$ cat config.mk
export PLATFORM = sky130hd
export DESIGN_NAME = bimodal_predictor
export DESIGN_NICKNAME = d
export VERILOG_FILES = /design/src/rtl/bp_pkg.sv /design/src/rtl/bp_index_hash.sv /design/src/rtl/bp_sat_step.sv /design/src/rtl/bp_counter_table.sv /design/src/rtl/bimodal_predictor.sv
export SDC_FILE = /design/constraint.sdc
export NUM_CORES = 1
export LEC_CHECK = 0
export CAP_MARGIN = 20
export CORE_UTILIZATION = 35
export CTS_CLUSTER_DIAMETER = 200
export DETAILED_ROUTE_END_ITERATION = 16
export PLACE_DENSITY = 0.85
export SLEW_MARGIN = 10
export SYNTH_ARGS = -nofsm -noshare
export SYNTH_HDL_FRONTEND = slang
export SYNTH_SLANG_ARGS = --single-unit
$ cat constraint.sdc
create_clock -name clk -period 3.7 [get_ports clk]
set_input_delay 0.925 -clock clk [delete_from_list [all_inputs] [get_ports clk]]
set_output_delay 0.925 -clock clk [all_outputs]
set_load 0.005 [all_outputs]
$ cat src/rtl/bp_pkg.sv
package bp_pkg;
  typedef logic [1:0] ctr_t;
  localparam ctr_t CTR_MIN = 2'd0;
  localparam ctr_t CTR_MAX = 2'd3;
endpackage

$ cat src/rtl/bp_index_hash.sv
// Maps a PC to a counter index, skipping the alignment bits.
module bp_index_hash #(
  parameter int PC_W       = 32,
  parameter int ALIGN_BITS = 2,
  parameter int IDX_W      = 3
) (
  input  logic [PC_W-1:0]  pc,
  output logic [IDX_W-1:0] idx
);
  assign idx = pc[ALIGN_BITS +: IDX_W];
endmodule

$ cat src/rtl/bp_sat_step.sv
// Computes the next value of one counter, saturating at both ends.
module bp_sat_step
  import bp_pkg::*;
(
  input  ctr_t cur,
  input  logic taken,
  output ctr_t nxt
);
  always_comb begin
    if (taken) nxt = (cur == CTR_MAX) ? CTR_MAX : ctr_t'(cur + 2'd1);
    else       nxt = (cur == CTR_MIN) ? CTR_MIN : ctr_t'(cur - 2'd1);
  end
endmodule

$ cat src/rtl/bp_counter_table.sv
// Counter storage: two combinational read ports and one write port.
module bp_counter_table
  import bp_pkg::*;
#(
  parameter int N_ENTRIES = 8,
  parameter int IDX_W     = 3
) (
  input  logic             clk,
  input  logic             rst,
  input  logic [IDX_W-1:0] ra_idx,
  output ctr_t             ra_data,
  input  logic [IDX_W-1:0] rb_idx,
  output ctr_t             rb_data,
  input  logic             we,
  input  logic [IDX_W-1:0] w_idx,
  input  ctr_t             w_data
);
  logic [N_ENTRIES-1:0][1:0] ctr_q;

  for (genvar e = 0; e < N_ENTRIES; e++) begin : g_entry
    always_ff @(posedge clk) begin
      if (rst)                                 ctr_q[e] <= CTR_MIN;
      else if (we && w_idx == IDX_W'(e))       ctr_q[e] <= w_data;
    end
  end

  assign ra_data = ctr_q[ra_idx];
  assign rb_data = ctr_q[rb_idx];

  // without a write strobe the whole table holds
  a_r6_hold_without_strobe: assert property (@(posedge clk) disable iff (rst)
    !we |=> $stable(ctr_q));

  // a write is visible at its entry after the edge
  a_r5_write_lands: assert property (@(posedge clk) disable iff (rst)
    we |=> ctr_q[$past(w_idx)] == $past(w_data));

  // entries other than the written one keep their value
  a_r9_neighbour_kept: assert property (@(posedge clk) disable iff (rst)
    (we && ra_idx != w_idx) |=> ctr_q[$past(ra_idx)] == $past(ra_data));
endmodule

$ cat src/rtl/bimodal_predictor.sv
module bimodal_predictor
  import bp_pkg::*;
#(
  parameter int PC_W       = 32,
  parameter int N_ENTRIES  = 8,
  parameter int ALIGN_BITS = 2
) (
  input  logic            clk,
  input  logic            rst,
  input  logic [PC_W-1:0] pred_pc,
  output logic            pred_taken,
  input  logic            upd_valid,
  input  logic [PC_W-1:0] upd_pc,
  input  logic            upd_taken
);
  localparam int IDX_W = $clog2(N_ENTRIES);

  logic [IDX_W-1:0] pred_idx, upd_idx;
  ctr_t             pred_ctr, upd_ctr, upd_next;

  bp_index_hash #(.PC_W(PC_W), .ALIGN_BITS(ALIGN_BITS), .IDX_W(IDX_W)) u_hash_pred (
    .pc(pred_pc), .idx(pred_idx));
  bp_index_hash #(.PC_W(PC_W), .ALIGN_BITS(ALIGN_BITS), .IDX_W(IDX_W)) u_hash_upd (
    .pc(upd_pc), .idx(upd_idx));

  bp_counter_table #(.N_ENTRIES(N_ENTRIES), .IDX_W(IDX_W)) u_table (
    .clk(clk), .rst(rst),
    .ra_idx(pred_idx), .ra_data(pred_ctr),
    .rb_idx(upd_idx),  .rb_data(upd_ctr),
    .we(upd_valid), .w_idx(upd_idx), .w_data(upd_next));

  bp_sat_step u_step (.cur(upd_ctr), .taken(upd_taken), .nxt(upd_next));

  assign pred_taken = pred_ctr[1];

  // guess is taken exactly for counter values 2 and 3
  a_r3_decode: assert property (@(posedge clk) disable iff (rst)
    pred_taken == (pred_ctr >= 2'd2));
  // saturation at the top
  a_r1_sat_high: assert property (@(posedge clk) disable iff (rst)
    (upd_valid && upd_taken && upd_ctr == CTR_MAX) |-> upd_next == CTR_MAX);
  // saturation at the bottom
  a_r1_sat_low: assert property (@(posedge clk) disable iff (rst)
    (upd_valid && !upd_taken && upd_ctr == CTR_MIN) |-> upd_next == CTR_MIN);
  // taken steps up by one
  a_r2_step_up: assert property (@(posedge clk) disable iff (rst)
    (upd_valid && upd_taken && upd_ctr != CTR_MAX) |-> upd_next == upd_ctr + 2'd1);
  // not taken steps down by one
  a_r2_step_down: assert property (@(posedge clk) disable iff (rst)
    (upd_valid && !upd_taken && upd_ctr != CTR_MIN) |-> upd_next == upd_ctr - 2'd1);
  // same-entry lookup during training shows the old value
  a_r8_read_before_write: assert property (@(posedge clk) disable iff (rst)
    (upd_valid && pred_idx == upd_idx) |-> pred_ctr == upd_ctr);
endmodule

==> qor.csv, run 1 <==
stage,metric,value,unit
run_status,status,"finished, final reports clean",
pwr,p_leak,0.0003132,µW
worst_setup_path,path_common_cell,clkdlybuf4s50_1,
drt,wl_per_cell,15.44,µm
hold_path,worstHoldStart,u_table.ctr_q[9]$_SDFFE_PP0P_,
worst_setup_path,timing.rr.end,u_table.ctr_q[6]$_SDFFE_PP0P_,
worst_setup_path,worstPathRequired,2.77,ns
cts,path_clk_slew,0.09,ns
synth,netlist_area,885.9,µm²
synth,syn_inst,79,
placement,dp_cells,112,
worst_setup_path,critPathLaunchType,primary input,
drt,viasPerCell,5.422,
worst_setup_path,end_kind,primary output,
cts,clk_path_buf_depth,2,
finish,top_register,u_table.ctr_q,
worst_setup_path,cpMaxStageDelayCell,clkdlybuf4s50_1,
drt,drt_iter0_drc,6,
timing,relSlewSlack,50.24,%
timing,finClkSkew,0.002680,ns
timing,slew_viol_final,0,
finish,fin_nets,157,
finish,antennaDiodeCount,0,
worst_setup_path,rrSetupSlack,1.86,ns
floorplanning,placementRows,17,
global_route,grt_use_total,15.00,%
cts,clock_latency,0.29,ns
cts,cts_hold_buf,0,
timing,rsz0062_at_grt,no,
global_route,antenna_found_initial,0,
hold_path,hp-class,reg2reg,
cts,numCtsBuffers,3,
worst_setup_path,critPathKind,in2out,
worst_setup_path,critPathBufInv,2,
cts,postCtsSetupRepairBufs,0,
worst_setup_path,worstPathMaxFanout,2,
floorplanning,die-area,2736,µm²
pwr,combPwrFrac,15.8,%
timing,hold_violations,0,
drt,first_pass_iters,4,
cts,cts_resized,0,
placement,hpwl,1397,µm
global_route,grt_start_max_net_pins,17,
finish,drive_gt1_share,28.41,%
finish,n_fill_cell,222,
timing,final-setup-viol-count,0,
finish,seq_area,320.3,µm²
cts,root_buffer,clkbuf_4,
hold_path,holdPathStages,2,
cts,cts_max_level,1,
worst_setup_path,reg2reg_depth,4,
global_route,overflow,0,
floorplanning,initial_utilization,38.56,%
floorplanning,die_height,52.31,µm
floorplanning,core-area,2297,µm²
pwr,swShare,25.36,%
job,max_cap_violations,0,
drt,wl,1791,µm
pwr,clockPowerShare,33.1,%
cts,clock-sinks,16,
timing,fmax,278.8,MHz
cts,cts_tree,done,
finish,reg.largest.list,u_table.ctr_q: 16 flops,
finish,area_growth_syn_to_layout,12.43,%
placement,numPortBuffers,10,
global_route,grt_pass1_wl,3022,µm
worst_setup_path,cp_cell_sequence,"clkdlybuf4s50_1, mux4_2, mux2_2, clkdlybuf4s50_1",
global_route,grt_pass1_vias,684,
pwr,peakVddDrop,184.9,µV
floorplanning,io-pin-count,69,
finish,largest_reg_flops,16,
drt,via_count,629,
synth,syn_area_per_cell,11.21,µm²
timing,final.period_utilization,96.95,%
worst_setup_path,cp_slowest_stage_delay,0.52,ns
finish,multi_input_area,500.5,µm²
worst_setup_path,cp.arrival,2.66,ns
timing,fin_crit,3.587,ns
worst_setup_path,reg2reg_from,u_table.ctr_q[14]$_SDFFE_PP0P_,
pwr,power_density,358.0,nW/µm²
synth,yosys_warnings,0,
finish,fin_cells,116,
synth,synth_nets,147,
synth,ys_ff_latch,16,
pwr,pwr-share-seq,51.0,%
drt,postRouteAntennaNets,0,
placement,gp_congestion,0.7890,
worst_setup_path,cpLargestDelayFamily,buffers and inverters,
floorplanning,die_width,52.31,µm
timing,final.setup.tns,0,ns
pwr,internal_power,266.1,µW
pwr,p_sw,90.41,µW
synth,synth-seq-area-share,36.16,%
timing,worstMarginPinSlew,0.7441,ns
drt,remaining_drc_errors,0,
hold_path,min_to,u_table.ctr_q[9]$_SDFFE_PP0P_,
synth,ys_types,18,
==> routing by layer <==
metal  track usage [%]  routed length (µm)
met1             16.84                 769
met3             4.348                  57
met2             28.48                 958
met5                 0                   0
met4             1.316                   5
==> synthesized netlist by cell type, drive strengths merged <==
master          n  share of area, %
mux2i           2               3.7
clkbuf          2               3.1
inv             1              0.42
nor2           22               9.3
dfxtp          16                36
mux4            6                15
clkdlybuf4s50   1               1.3
nand2b          1              0.99
buf             2               2.5
a211oi         16                18
nand2           2              0.85
mux2            2               2.5
or2b            2               2.0
maj3            2               2.7
nor3            2               1.1
==> cells by family after synthesis <==
logic type | Yosys count | share of synthesized area [%]
AND/OR/NAND/NOR | 29 | 14.27
AO/OA/AOI/OAI | 16 | 18.08
adder cells (fa/ha/maj) | 2 | 2.683
multiplexers | 10 | 21.47
flip-flops | 16 | 36.16
buffers and inverters | 6 | 7.344
==> worst min-delay path: stages, from the launching register on <==
cell and delay, ns:
dfxtp_1 0.33, nor2_1 0.10, a211oi_1 0.05
==> power groups by stage <==
stage | Combinational (µW) | Sequential (µW) | Clock, µW
finish | 56.5 | 182 | 118
global route | 61.3 | 183 | 127
CTS | 56.8 | 182 | 119
detailed placement | 56.6 | 186 | 0
global placement | 53.5 | 185 | 0
floorplan | 43.9 | 184 | 0
==> placed cells by master (no fill, tap or decap) <==
| master | n |
|---|---|
| clkdlybuf4s50_1 | 10 |
| or2b_2 | 2 |
| dfxtp_1 | 16 |
| mux4_2 | 6 |
| clkbuf_8 | 1 |
| a211oi_1 | 8 |
| maj3_1 | 1 |
| nor3_1 | 2 |
| mux2i_4 | 1 |
| mux2_2 | 2 |
| nand2b_2 | 1 |
| nor2_1 | 22 |
| a211oi_2 | 8 |
| maj3_4 | 1 |
| clkbuf_4 | 3 |
| inv_1 | 1 |
| mux2i_1 | 1 |
| nand2_1 | 2 |
==> worst max path at each step <==
| stage | to | slack, ns | cells past startpoint | startpoint |
|---|---|---|---|---|
| after floorplan | pred_taken | 1.12 | 2 | pred_pc[2] |
| after global placement | pred_taken | 0.12 | 4 | pred_pc[2] |
| after detailed placement | pred_taken | 0.11 | 4 | pred_pc[2] |
| after CTS | pred_taken | 0.10 | 4 | pred_pc[2] |
| after global routing | pred_taken | 0.06 | 4 | pred_pc[2] |
| final | pred_taken | 0.11 | 4 | pred_pc[2] |
==> stage by stage <==
step | hold slack [ns] | cell area, µm² | power [µW] | util [%] | worst slack [ns]
5_1_grt | 0.5559 | 996.0 | 371.2 | 43.36 | 0.06499
2_1_floorplan | 0.4833 | 885.9 | 228.3 | - | 1.118
4_1_cts | 0.5271 | 996.0 | 357.7 | 43.36 | 0.1033
3_3_place_gp | 0.4984 | 959.7 | 238.8 | 41.78 | 0.1162
6_report | 0.5248 | 996.0 | 356.6 | 43.36 | 0.1130
3_5_place_dp | 0.5142 | 959.7 | 242.5 | 41.78 | 0.1068
==> layout make-up <==
cell class	instances	area share, %
Clock buffer	4	3.643
Tap cell	28	3.518
Multi-Input combinational cell	57	50.25
Inverter	1	0.3769
Sequential cell	16	32.16
Timing Repair Buffer	10	10.05
Note: power is estimated with default switching activity, not from simulation.
==> run 2: changes to the inputs <==
Settings changed: GPL_TIMING_DRIVEN from default to 0.
==> run 2 against run 1 <==
Effect of this change: worst hold slack got worse by 0.0026 ns; worst setup slack worse by 0.027 ns; sequential power hardly changed; die area stayed put; largest cell class unchanged.
==> qor.csv, run 2 (same netlist as run 1, synthesis figures left out) <==
stage,metric,value,unit
run_status,status,"finished, final reports clean",
global_route,grt_start_max_net_pins,11,
worst_setup_path,critPathLaunchType,primary input,
finish,drive_gt1_share,33.71,%
finish,area_growth_syn_to_layout,14.83,%
global_route,grt_pass1_wl,2732,µm
floorplanning,core-area,2297,µm²
drt,wl_per_cell,14.87,µm
pwr,p_leak,0.0003284,µW
drt,wl,1740,µm
placement,hpwl,1324,µm
timing,slew_viol_final,0,
timing,hold_violations,0,
timing,rsz0062_at_grt,no,
cts,cts_tree,done,
worst_setup_path,end_kind,primary output,
timing,final-setup-viol-count,0,
finish,final_cell_mix,"nor2_1, dfxtp_1, a211oi_1, a211oi_2",
drt,drt_iter0_drc,11,
floorplanning,placementRows,17,
finish,top_register,u_table.ctr_q,
job,max_cap_violations,0,
cts,postCtsSetupRepairBufs,0,
pwr,internal_power,267.9,µW
timing,final.period_utilization,97.69,%
cts,numCtsBuffers,3,
cts,cts_resized,0,
drt,remaining_drc_errors,0,
pwr,power_density,351.6,nW/µm²
pwr,combPwrFrac,16.3,%
placement,numPortBuffers,6,
global_route,antenna_found_initial,0,
floorplanning,die_height,52.31,µm
worst_setup_path,critPathKind,in2out,
pwr,clockPowerShare,32.8,%
finish,largest_reg_flops,16,
timing,finClkSkew,0.008422,ns
cts,clock_latency,0.29,ns
cts,root_buffer,clkbuf_4,
pwr,swShare,25.07,%
timing,fin_crit,3.614,ns
finish,reg.largest.list,u_table.ctr_q: 16 flops,
worst_setup_path,worstPathRequired,2.77,ns
cts,cts_hold_buf,0,
finish,fin_nets,158,
hold_path,hp-class,reg2reg,
cts,path_clk_slew,0.09,ns
pwr,pwr-share-seq,50.9,%
cts,cts_max_level,1,
drt,viasPerCell,5.530,
timing,fmax,276.7,MHz
worst_setup_path,cp.arrival,2.69,ns
timing,final.setup.tns,0,ns
floorplanning,die_width,52.31,µm
finish,layout_commonest_cell,nor2_1,
pwr,peakVddDrop,193.8,µV
finish,design_area,1017,µm²
timing,worstMarginPinSlew,0.4904,ns
global_route,overflow,0,
timing,relSlewSlack,67.05,%
global_route,grt_pass1_vias,613,
drt,via_count,647,
cts,clk_path_buf_depth,2,
pwr,p_sw,89.66,µW
finish,antennaDiodeCount,0,
placement,gp_congestion,0.8258,
placement,dpl_cell_area,980.9,µm²
drt,first_pass_iters,4,
drt,postRouteAntennaNets,0,
floorplanning,io-pin-count,69,
floorplanning,die-area,2736,µm²
worst_setup_path,worstPathMaxFanout,2,
floorplanning,initial_utilization,38.56,%
cts,clock-sinks,16,
global_route,grt_use_total,13.91,%
run 2: changes by cell type in the layout (fill, tap and decap cells not counted), sizes merged:
cell | before | now
clkbuf | 4 | 6
buf | 0 | 2
clkdlybuf4s50 | 10 | 7
run 2: worst paths after layout:
path / from / endpoint / slack (ns) / depth (start not counted)
max: pred_pc[2] / pred_taken / 0.09 / 4
min reg2reg: u_table.ctr_q[5]$_SDFFE_PP0P_ / u_table.ctr_q[5]$_SDFFE_PP0P_ / 0.52 / 2
max reg2reg: u_table.ctr_q[12]$_SDFFE_PP0P_ / u_table.ctr_q[2]$_SDFFE_PP0P_ / 1.90 / 4
min: u_table.ctr_q[5]$_SDFFE_PP0P_ / u_table.ctr_q[5]$_SDFFE_PP0P_ / 0.52 / 2
run 2: area by class of cell:
cell class                      instances  area, µm²
Buffer                                  5      61.31
Clock buffer                            4      36.28
Fill cell                             220       1280
Inverter                                1      3.754
Multi-Input combinational cell         57      500.5
Sequential cell                        16      320.3
Tap cell                               28      35.03
Timing Repair Buffer                    6      60.06
run 2: per-layer routing:
layer	global-route usage [%]	vias up	share of wire [%]
met1	14.89	319	43
met2	26.37	14	53
met4	2.632	0	0.34
met5	0	-	0
met3	4.348	2	4.3
li1	-	312	-
run 2: through the flow:
stage,std cells,power (µW),worst slack (ns),util (%),hold slack (ns)
after global placement,113,241.5,0.1137,42.70,0.4985
final,117,357.6,0.08550,44.28,0.5221
after floorplan,79,228.3,1.118,-,0.4833
after detailed placement,113,244.2,0.07970,42.70,0.5117
after CTS,117,360.1,0.07973,44.28,0.5278
after global routing,117,376.2,0.03926,44.28,0.5556
run 2: power by group through the flow:
stage,registers (µW),clock network (µW),logic (µW)
floorplan,184,0,43.9
global placement,185,0,56.2
detailed placement,186,0,58.4
CTS,182,120,58.6
global route,183,131,62.5
finish,182,117,58.4
run 2: worst max-delay path, cell delays in order:
cell	delay [ns]
clkdlybuf4s50_1	0.52
mux4_2	0.51
mux2_2	0.28
clkdlybuf4s50_1	0.45
==> run 3: changes to the inputs <==
Settings changed: SKIP_LAST_GASP from default to 1.
==> results of run 3 <==
The final DEF is identical to that of run 2; final timing and power are the same.
